File: src/rtl/ctmr_pkg.sv
package ctmr_pkg;

    localparam int ADDR_W = 3;

    localparam logic [ADDR_W-1:0] ADR_MAIN_HI = 3'd0;
    localparam logic [ADDR_W-1:0] ADR_MAIN_LO = 3'd1;
    localparam logic [ADDR_W-1:0] ADR_ALT_HI  = 3'd2;
    localparam logic [ADDR_W-1:0] ADR_ALT_LO  = 3'd3;
    localparam logic [ADDR_W-1:0] ADR_STATUS  = 3'd4;
    localparam logic [ADDR_W-1:0] ADR_CTRL    = 3'd5;

    typedef enum logic {
        RB_LIVE,
        RB_HELD
    } rb_state_e;

    typedef enum logic [1:0] {
        OV_CLEAR,
        OV_PEND,
        OV_ARMED
    } ov_state_e;

endpackage

File: src/rtl/ctmr_counter.sv
module ctmr_counter #(
    parameter int                 CNT_W     = 16,
    parameter logic [CNT_W-1:0]   RST_COUNT = 16'hFFFC
) (
    input  logic             clk,
    input  logic             rst_n,
    input  logic             cnt_en,
    input  logic             halt,
    output logic [CNT_W-1:0] count,
    output logic             wrap
);

    localparam logic [CNT_W-1:0] ONE = {{(CNT_W-1){1'b0}}, 1'b1};

    assign wrap = cnt_en && !halt && (&count);

    always_ff @(posedge clk or negedge rst_n) begin
        if (!rst_n) begin
            count <= RST_COUNT;
        end else if (halt) begin
            count <= RST_COUNT;
        end else if (cnt_en) begin
            count <= count + ONE;
        end
    end

endmodule

File: src/rtl/ctmr_readbuf.sv
module ctmr_readbuf
    import ctmr_pkg::*;
#(
    parameter int DATA_W = 8
) (
    input  logic              clk,
    input  logic              rst_n,
    input  logic              hi_rd,
    input  logic              lo_rd,
    input  logic [DATA_W-1:0] live_lo,
    output logic [DATA_W-1:0] lo_out,
    output logic [DATA_W-1:0] lo_latch,
    output logic              held
);

    rb_state_e state_q, state_d;

    always_comb begin
        state_d = state_q;
        unique case (state_q)
            RB_LIVE: if (hi_rd) state_d = RB_HELD;
            RB_HELD: if (lo_rd) state_d = RB_LIVE;
            default: state_d = RB_LIVE;
        endcase
    end

    always_ff @(posedge clk or negedge rst_n) begin
        if (!rst_n) begin
            state_q <= RB_LIVE;
        end else begin
            state_q <= state_d;
        end
    end

    always_ff @(posedge clk or negedge rst_n) begin
        if (!rst_n) begin
            lo_latch <= '0;
        end else if (state_q == RB_LIVE && hi_rd) begin
            lo_latch <= live_lo;
        end
    end

    always_comb begin
        held   = (state_q == RB_HELD);
        lo_out = held ? lo_latch : live_lo;
    end

endmodule

File: src/rtl/ctmr_ovf.sv
module ctmr_ovf
    import ctmr_pkg::*;
(
    input  logic clk,
    input  logic rst_n,
    input  logic wrap,
    input  logic stat_rd,
    input  logic main_lo_acc,
    output logic flag
);

    ov_state_e state_q, state_d;

    always_comb begin
        state_d = state_q;
        unique case (state_q)
            OV_CLEAR: if (wrap) state_d = OV_PEND;
            OV_PEND:  if (stat_rd) state_d = OV_ARMED;
            OV_ARMED: begin
                if (main_lo_acc) begin
                    state_d = wrap ? OV_PEND : OV_CLEAR;
                end
            end
            default: state_d = OV_CLEAR;
        endcase
    end

    always_ff @(posedge clk or negedge rst_n) begin
        if (!rst_n) begin
            state_q <= OV_CLEAR;
        end else begin
            state_q <= state_d;
        end
    end

    always_comb begin
        flag = (state_q != OV_CLEAR);
    end

endmodule

File: src/rtl/coherent_timer.sv
module coherent_timer
    import ctmr_pkg::*;
#(
    parameter int                    DATA_W    = 8,
    parameter logic [2*DATA_W-1:0]   RST_COUNT = 16'hFFFC
) (
    input  logic              clk,
    input  logic              rst_n,
    input  logic              cnt_en,
    input  logic              halt,
    input  logic              wait_in,
    input  logic              rd_en,
    input  logic              wr_en,
    input  logic [2:0]        addr,
    input  logic [DATA_W-1:0] wdata,
    output logic [DATA_W-1:0] rdata,
    output logic              irq
);

    localparam int CNT_W = 2 * DATA_W;

    logic [CNT_W-1:0]  count;
    logic              wrap;
    logic              hi_rd, lo_rd, stat_rd, main_lo_acc;
    logic [DATA_W-1:0] lo_out, rb_lo;
    logic              rb_held;
    logic              flag;
    logic              ovie, tsel;
    logic [DATA_W-1:0] rd_mux;
    logic              unused_wait;

    assign unused_wait = wait_in;

    always_comb begin
        hi_rd       = rd_en && (addr == ADR_MAIN_HI || addr == ADR_ALT_HI);
        lo_rd       = rd_en && (addr == ADR_MAIN_LO || addr == ADR_ALT_LO);
        stat_rd     = rd_en && (addr == ADR_STATUS);
        main_lo_acc = (rd_en || wr_en) && (addr == ADR_MAIN_LO);
    end

    ctmr_counter #(
        .CNT_W     (CNT_W),
        .RST_COUNT (RST_COUNT)
    ) u_cnt (
        .clk    (clk),
        .rst_n  (rst_n),
        .cnt_en (cnt_en),
        .halt   (halt),
        .count  (count),
        .wrap   (wrap)
    );

    ctmr_readbuf #(
        .DATA_W (DATA_W)
    ) u_rb (
        .clk      (clk),
        .rst_n    (rst_n),
        .hi_rd    (hi_rd),
        .lo_rd    (lo_rd),
        .live_lo  (count[DATA_W-1:0]),
        .lo_out   (lo_out),
        .lo_latch (rb_lo),
        .held     (rb_held)
    );

    ctmr_ovf u_ovf (
        .clk         (clk),
        .rst_n       (rst_n),
        .wrap        (wrap),
        .stat_rd     (stat_rd),
        .main_lo_acc (main_lo_acc),
        .flag        (flag)
    );

    always_ff @(posedge clk or negedge rst_n) begin
        if (!rst_n) begin
            ovie <= 1'b0;
            tsel <= 1'b0;
        end else if (wr_en && addr == ADR_CTRL) begin
            ovie <= wdata[0];
            tsel <= wdata[1];
        end
    end

    always_comb begin
        unique case (addr)
            ADR_MAIN_HI, ADR_ALT_HI: rd_mux = count[CNT_W-1:DATA_W];
            ADR_MAIN_LO, ADR_ALT_LO: rd_mux = lo_out;
            ADR_STATUS:              rd_mux = {flag, {(DATA_W-1){1'b0}}};
            ADR_CTRL:                rd_mux = {{(DATA_W-2){1'b0}}, tsel, ovie};
            default:                 rd_mux = '0;
        endcase
    end

    always_ff @(posedge clk or negedge rst_n) begin
        if (!rst_n) begin
            rdata <= '0;
        end else if (rd_en) begin
            rdata <= rd_mux;
        end
    end

    always_comb begin
        irq = flag && ovie && tsel;
    end

endmodule

File: config.mk
export PLATFORM = sky130hd
export DESIGN_NAME = coherent_timer
export DESIGN_NICKNAME = d
export VERILOG_FILES = /design/src/rtl/ctmr_pkg.sv /design/src/rtl/ctmr_counter.sv /design/src/rtl/ctmr_readbuf.sv /design/src/rtl/ctmr_ovf.sv /design/src/rtl/coherent_timer.sv
export SDC_FILE = /design/constraint.sdc
export NUM_CORES = 1
export LEC_CHECK = 0
export ABC_CLOCK_PERIOD_IN_PS = 1900
export BUFFER_PORTS_ARGS = -buffer_cell sky130_fd_sc_hd__buf_2
export CAP_MARGIN = 20
export CORE_MARGIN = 2
export CORE_UTILIZATION = 56
export DETAILED_ROUTE_END_ITERATION = 10
export GPL_ROUTABILITY_DRIVEN = 0
export PLACE_DENSITY = 0.79
export SKIP_LAST_GASP = 1
export SLEW_MARGIN = 20
export SYNTH_ARGS = -nofsm -noshare
export SYNTH_HDL_FRONTEND = slang
export SYNTH_SLANG_ARGS = --single-unit
File: constraint.sdc
create_clock -name clk -period 1.9 [get_ports clk]
set_input_delay 0.57 -clock clk [delete_from_list [all_inputs] [get_ports clk]]
set_output_delay 0.57 -clock clk [all_outputs]
set_load 0.005 [all_outputs]
==> flow_metrics.env, run 1 <==
export IMPL_final_cell_mix="dfrtp_1 (23), buf_2 (19), dfstp_2 (14)"
export IMPL_path_class="register to output pin"
export IMPL_path_clk_slew_ns=0.11
export IMPL_pwr_share_clk_pct=32.5
export IMPL_worst_path_max_fanout=4
export IMPL_fin_crit_sh_pct=89.3
export IMPL_root_buffer="clkbuf_4"
export IMPL_rsz0062_at_grt="false"
export IMPL_start_util_pct=58.8
export IMPL_core_area_sq_mm=0.00334
export IMPL_synthesis_area_sq_mm=0.00196
export IMPL_r2r_slack_ns=0.27
export IMPL_vias=1426
export IMPL_dp_cells=241
export IMPL_cts_max_level=2
export IMPL_synth_avg_cell_area_sq_um=10.9
export IMPL_worst_pin_slew_ns=0.549
export IMPL_finalHoldViolCount=0
export IMPL_startpoint_type="register"
export IMPL_synth_edf_count=0
export IMPL_pwr_share_seq_pct=52.5
export IMPL_cp_required_ns=1.33
export IMPL_seq_area_frac_synth_pct=48.1
export IMPL_hp_class="input pin to asynchronous set/reset pin"
export IMPL_routed_wl_microns=3840
export IMPL_placementRows=21
export IMPL_hold_buffers=0
export IMPL_seq_area_sq_um=943
export IMPL_setup_tns_ns=0
export IMPL_clock_sinks=37
export IMPL_yosys_warnings=0
export IMPL_syn_nets=199
export IMPL_portBuffers=19
export IMPL_clk_latency_ns=0.35
export IMPL_multi_input_area_sq_um=946
export IMPL_syn_inst=180
export IMPL_grt_max_degree=21
export IMPL_first_pass_iters=4
export IMPL_antenna_cells=0
export IMPL_maxCapViolCount=0
export IMPL_reg2reg_from="u_cnt.count[0]$_DFFE_PN0P_"
export IMPL_rr_worst_depth=5
export IMPL_drc_errors=0
export IMPL_die_area_sq_mm=0.00399
export IMPL_share_comb_of_total_power_pct=15.0
export IMPL_finalNonFillerCells=249
export IMPL_async_flop_share_pct=100
export IMPL_ios=27
export IMPL_dp_hpwl_microns=2910
export IMPL_critPathCaptureType="output pin"
export IMPL_p_leak_nw=0.896
export IMPL_clock_fmax_mhz=590
export IMPL_post_cts_resized=0
export IMPL_fin_skew_ns=0.00875
export IMPL_antenna_left=0
export IMPL_cts_tree="done"
export IMPL_synth_ff_type="dfrtp_1"
export IMPL_gr_max_usage_layer="met2"
export IMPL_use_met3_pct=4.46
export IMPL_r2r_end="u_cnt.count[8]$_DFFE_PN1P_"
export IMPL_final_layout_size_suffix_gt1_share_pct=32.5
export IMPL_max_slew_margin_pct=63.4
export IMPL_area_delta_synth_final_pct=12.0
export IMPL_cts_buffers=5
export IMPL_overflow=0
export IMPL_cts_buffer_depth=2
export IMPL_grt_pass1_wl_microns=6810
export IMPL_cp_arrival_ns=1.13
export IMPL_viasPerCell=5.73
export IMPL_swShare_pct=26.2
export IMPL_p_switching_mw=0.463
export IMPL_grt_usage_pct=21.7
export IMPL_setup_viol=0
export IMPL_nets=221
export IMPL_grt_pass1_vias=1434
export IMPL_fp_dieH_microns=63.2
export IMPL_use_met1_pct=28.0
export IMPL_antenna_found_initial=0
export IMPL_cts_setup_buffers=0
export IMPL_peakVddDrop_uv=445
export IMPL_fin_crit_ns=1.70
export IMPL_drt_iter0_markers=70
export IMPL_synth_seq_cells=37
export IMPL_layout_commonest_cell="dfrtp_1"
export IMPL_outcome="finished clean"
export IMPL_die_w_microns=63.2
export IMPL_internal_power_mw=1.31
export IMPL_nFillCells=275
export IMPL_use_met2_pct=36.4
export IMPL_drv_slew=0
export IMPL_synth_distinct_cells=50
export IMPL_p_per_area_mw_per_mm2=805
export IMPL_wl_per_cell_microns=15.4
==> cell usage after synthesis (2+ instances only) <==
cell,number,area [sq um]
dfrtp_1,23,576
a21oi_1,6,30.0
nand2_1,11,41.3
dfstp_2,14,368
nand2_2,2,12.5
buf_2,3,15.0
a211oi_1,2,15.0
xnor2_1,4,35.0
nand4_4,2,42.5
o22ai_1,5,31.3
inv_1,6,22.5
mux2i_1,9,90.1
nand4_1,7,43.8
nor3_1,2,10.0
mux2_2,10,113
o21ai_0,7,35.0
nand3_1,2,10.0
nor2b_1,3,18.8
nand2b_1,13,81.3
clkbuf_1,3,11.3
nor2_1,12,45.0
xor2_1,6,52.6
==> cell type report <==
cell class / instances / share of cell area (%)
clock inverter: 1 / 1.37
multi-input combinational: 128 / 43.1
tap: 46 / 2.62
timing repair buffer: 23 / 6.27
inverter: 7 / 1.20
clock buffer: 7 / 2.51
sequential: 37 / 43.0
==> power groups by stage <==
stage	logic, mW	registers [mW]	clock network, mW
floorplan	0.185	0.920	0
global placement	0.253	0.935	0
detailed placement	0.267	0.944	0
CTS	0.269	0.929	0.585
global route	0.297	0.939	0.622
finish	0.264	0.929	0.575
==> metrics by stage <==
stage / hold slack, ns / utilization (%) / instance area, sq um / setup WS [ns] / power [mW]
2_1_floorplan: 0.274 / - / 1960 / 0.355 / 1.10
3_3_place_gp: 0.478 / 63.3 / 2110 / 0.175 / 1.19
3_5_place_dp: 0.496 / 63.3 / 2110 / 0.129 / 1.21
4_1_cts: 0.167 / 65.8 / 2200 / 0.181 / 1.78
5_1_grt: 0.172 / 65.8 / 2200 / 0.128 / 1.86
6_report: 0.161 / 65.8 / 2200 / 0.204 / 1.77
==> logic make-up (layout without fill, tap and decap cells) <==
family          Yosys count  after routing  share of synthesized area (%)
simple gates             68             68                           22.9
fa+ha+maj                 1              1                          0.638
xor+xnor                 10             10                           4.47
buf+inv                  15             38                           3.64
compound gates           30             30                           9.89
flops                    37             37                           48.1
mux                      19             19                           10.3
==> worst max-delay path: stages, from the launching register on <==
cell     delay (ns)
dfrtp_1        0.42
nor2_1         0.17
nor2_1         0.06
buf_2          0.12
==> per-layer routing <==
metal | vias to the layer above | part of all wire [%]
li1 | 689 | -
met1 | 706 | 46
met2 | 24 | 49
met3 | 7 | 3.3
met4 | 0 | 1.5
met5 | - | 0
==> worst max path at each step <==
| stage | startpoint | endpoint | slack (ns) |
|---|---|---|---|
| after floorplan | addr[0] | u_rb.lo_latch[0]$_DFFE_PN0P_ | 0.35 |
| after global placement | addr[0] | u_ovf.state_q[0]$_DFFE_PN0P_ | 0.18 |
| after detailed placement | addr[0] | u_ovf.state_q[0]$_DFFE_PN0P_ | 0.13 |
| after CTS | u_ovf.state_q[1]$_DFFE_PN0P_ | irq | 0.18 |
| after global routing | u_ovf.state_q[1]$_DFFE_PN0P_ | irq | 0.13 |
| final | u_ovf.state_q[1]$_DFFE_PN0P_ | irq | 0.20 |
==> registers in the layout, summed over array words and instances (netlist names) <==
| signal | flops |
|---|---|
| tsel | 1 |
| u_rb.held | 1 |
| u_rb.lo_latch | 8 |
| ovie | 1 |
| u_cnt.count | 16 |
| u_ovf.state_q | 2 |
| rdata | 8 |
(Power assumes the default switching activity.)
==> run 2: changes to the inputs <==
Settings changed: MAX_ROUTING_LAYER from default to met4.
==> flow_metrics.env, run 2 (same netlist as run 1, synthesis figures left out) <==
export IMPL_portBuffers=19
export IMPL_cp_arrival_ns=1.13
export IMPL_peakVddDrop_uv=446
export IMPL_viasPerCell=5.65
export IMPL_ios=27
export IMPL_cts_buffer_depth=2
export IMPL_cts_tree="done"
export IMPL_fin_skew_ns=0.00856
export IMPL_seq_area_sq_um=943
export IMPL_antenna_found_initial=0
export IMPL_overflow=0
export IMPL_p_leak_nw=0.896
export IMPL_path_class="register to output pin"
export IMPL_clock_sinks=37
export IMPL_cpMaxStageDelayCell="dfrtp_1"
export IMPL_swShare_pct=26.2
export IMPL_regMostFlops="u_cnt.count"
export IMPL_wl_per_cell_microns=15.3
export IMPL_nFillCells=275
export IMPL_startpoint_type="register"
export IMPL_p_per_area_mw_per_mm2=806
export IMPL_core_area_sq_mm=0.00334
export IMPL_cts_buffers=5
export IMPL_first_pass_iters=4
export IMPL_worst_pin_slew_ns=0.537
export IMPL_layout_commonest_cell="dfrtp_1"
export IMPL_outcome="finished clean"
export IMPL_fin_crit_sh_pct=89.3
export IMPL_hold_buffers=0
export IMPL_fin_crit_ns=1.70
export IMPL_share_comb_of_total_power_pct=14.9
export IMPL_grt_pass1_vias=1432
export IMPL_start_util_pct=58.8
export IMPL_largestRegisters="u_cnt.count x16, rdata x8, u_rb.lo_latch x8"
export IMPL_setup_tns_ns=0
export IMPL_path_clk_slew_ns=0.11
export IMPL_routed_wl_microns=3810
export IMPL_internal_power_mw=1.31
export IMPL_pwr_share_seq_pct=52.5
export IMPL_worst_path_max_fanout=4
export IMPL_vias=1408
export IMPL_antenna_cells=0
export IMPL_die_area_sq_mm=0.00399
export IMPL_cp_required_ns=1.33
export IMPL_post_cts_resized=0
export IMPL_maxCapViolCount=0
export IMPL_largest_register_ffs=16
export IMPL_cts_setup_buffers=0
export IMPL_drc_errors=0
export IMPL_rsz0062_at_grt="false"
export IMPL_drv_slew=0
export IMPL_max_slew_margin_pct=64.2
export IMPL_final_cell_mix="dfrtp_1 (23), buf_2 (19), dfstp_2 (14)"
export IMPL_grt_max_degree=21
export IMPL_dp_hpwl_microns=2910
export IMPL_placementRows=21
export IMPL_path_cells="nor2_1 > nor2_1 > buf_2"
export IMPL_finalHoldViolCount=0
export IMPL_hp_class="input pin to asynchronous set/reset pin"
export IMPL_cts_max_level=2
export IMPL_die_w_microns=63.2
export IMPL_fp_dieH_microns=63.2
export IMPL_pwr_share_clk_pct=32.6
export IMPL_clk_latency_ns=0.35
export IMPL_final_layout_size_suffix_gt1_share_pct=32.5
export IMPL_area_delta_synth_final_pct=12.0
export IMPL_critPathCaptureType="output pin"
export IMPL_setup_ws_ns=0.203
export IMPL_cp_slowest_stage_delay_ns=0.42
export IMPL_clock_fmax_mhz=589
export IMPL_place_ws_ns=0.129
export IMPL_nets=221
export IMPL_root_buffer="clkbuf_4"
export IMPL_grt_usage_pct=22.5
export IMPL_setup_viol=0
export IMPL_p_switching_mw=0.463
export IMPL_antenna_left=0
export IMPL_drt_iter0_markers=88
export IMPL_cpMostUsedCell="nor2_1"
export IMPL_grt_pass1_wl_microns=6780
export IMPL_multi_input_area_sq_um=946
## run 2: cell counts in the layout (fill, tap and decap cells not counted)
No cell type changed its count.
## run 2: final cells by class
| class | count | share of cell area, % |
|---|---|---|
| multi-input cells | 128 | 43.1 |
| flip-flops and latches | 37 | 43.0 |
| repair buffers | 23 | 6.27 |
| well taps | 46 | 2.62 |
| clock buffers | 7 | 2.51 |
| clock inverters | 1 | 1.37 |
| inverters | 7 | 1.20 |
## run 2: final timing paths
kind                                               from                            to  slack [ns]  cells past startpoint
max                        u_ovf.state_q[1]$_DFFE_PN0P_                           irq        0.20                      3
min                                               rst_n  u_rb.lo_latch[7]$_DFFE_PN0P_        0.16                      1
max reg2reg                  u_cnt.count[0]$_DFFE_PN0P_    u_cnt.count[8]$_DFFE_PN1P_        0.27                      5
min reg2reg                u_rb.lo_latch[3]$_DFFE_PN0P_  u_rb.lo_latch[3]$_DFFE_PN0P_        0.52                      1
max in group asynchronous                         rst_n   u_cnt.count[10]$_DFFE_PN1P_        1.22                      2
min in group clk                               wdata[0]              ovie$_DFFE_PN0P_        0.45                      2
## run 2: through the flow
| step | std cells | hold WS, ns | total power [mW] | area (sq um) | util [%] |
|---|---|---|---|---|---|
| after floorplan | 180 | 0.274 | 1.10 | 1960 | - |
| after global placement | 241 | 0.478 | 1.19 | 2110 | 63.3 |
| after detailed placement | 241 | 0.496 | 1.21 | 2110 | 63.3 |
| after CTS | 249 | 0.167 | 1.78 | 2200 | 65.8 |
| after global routing | 249 | 0.158 | 1.86 | 2200 | 65.8 |
| final | 249 | 0.159 | 1.77 | 2200 | 65.8 |
## run 2: metal layers
| metal | global-route usage, % | share of wire, % | vias to the layer above | wire (microns) |
|---|---|---|---|---|
| met5 | - | 0 | - | 0 |
| met4 | 5.16 | 0.71 | 0 | 27 |
| met3 | 7.14 | 3.9 | 4 | 147 |
| met2 | 36.7 | 50 | 31 | 1910 |
| met1 | 27.5 | 45 | 687 | 1720 |
| li1 | - | - | 686 | - |
## run 2: power groups by stage
stage	Sequential, mW	Clock (mW)	Combinational (mW)
2_1_floorplan	0.920	0	0.185
3_3_place_gp	0.935	0	0.253
3_5_place_dp	0.944	0	0.267
4_1_cts	0.929	0.585	0.269
5_1_grt	0.939	0.630	0.296
6_report	0.929	0.576	0.264
## run 2: critical path: cells and delay by family, from the launching register on
family	cells	cell delay, ns
buffers and inverters	1	0.12
and+or+nand+nor	2	0.23
DFF	1	0.42
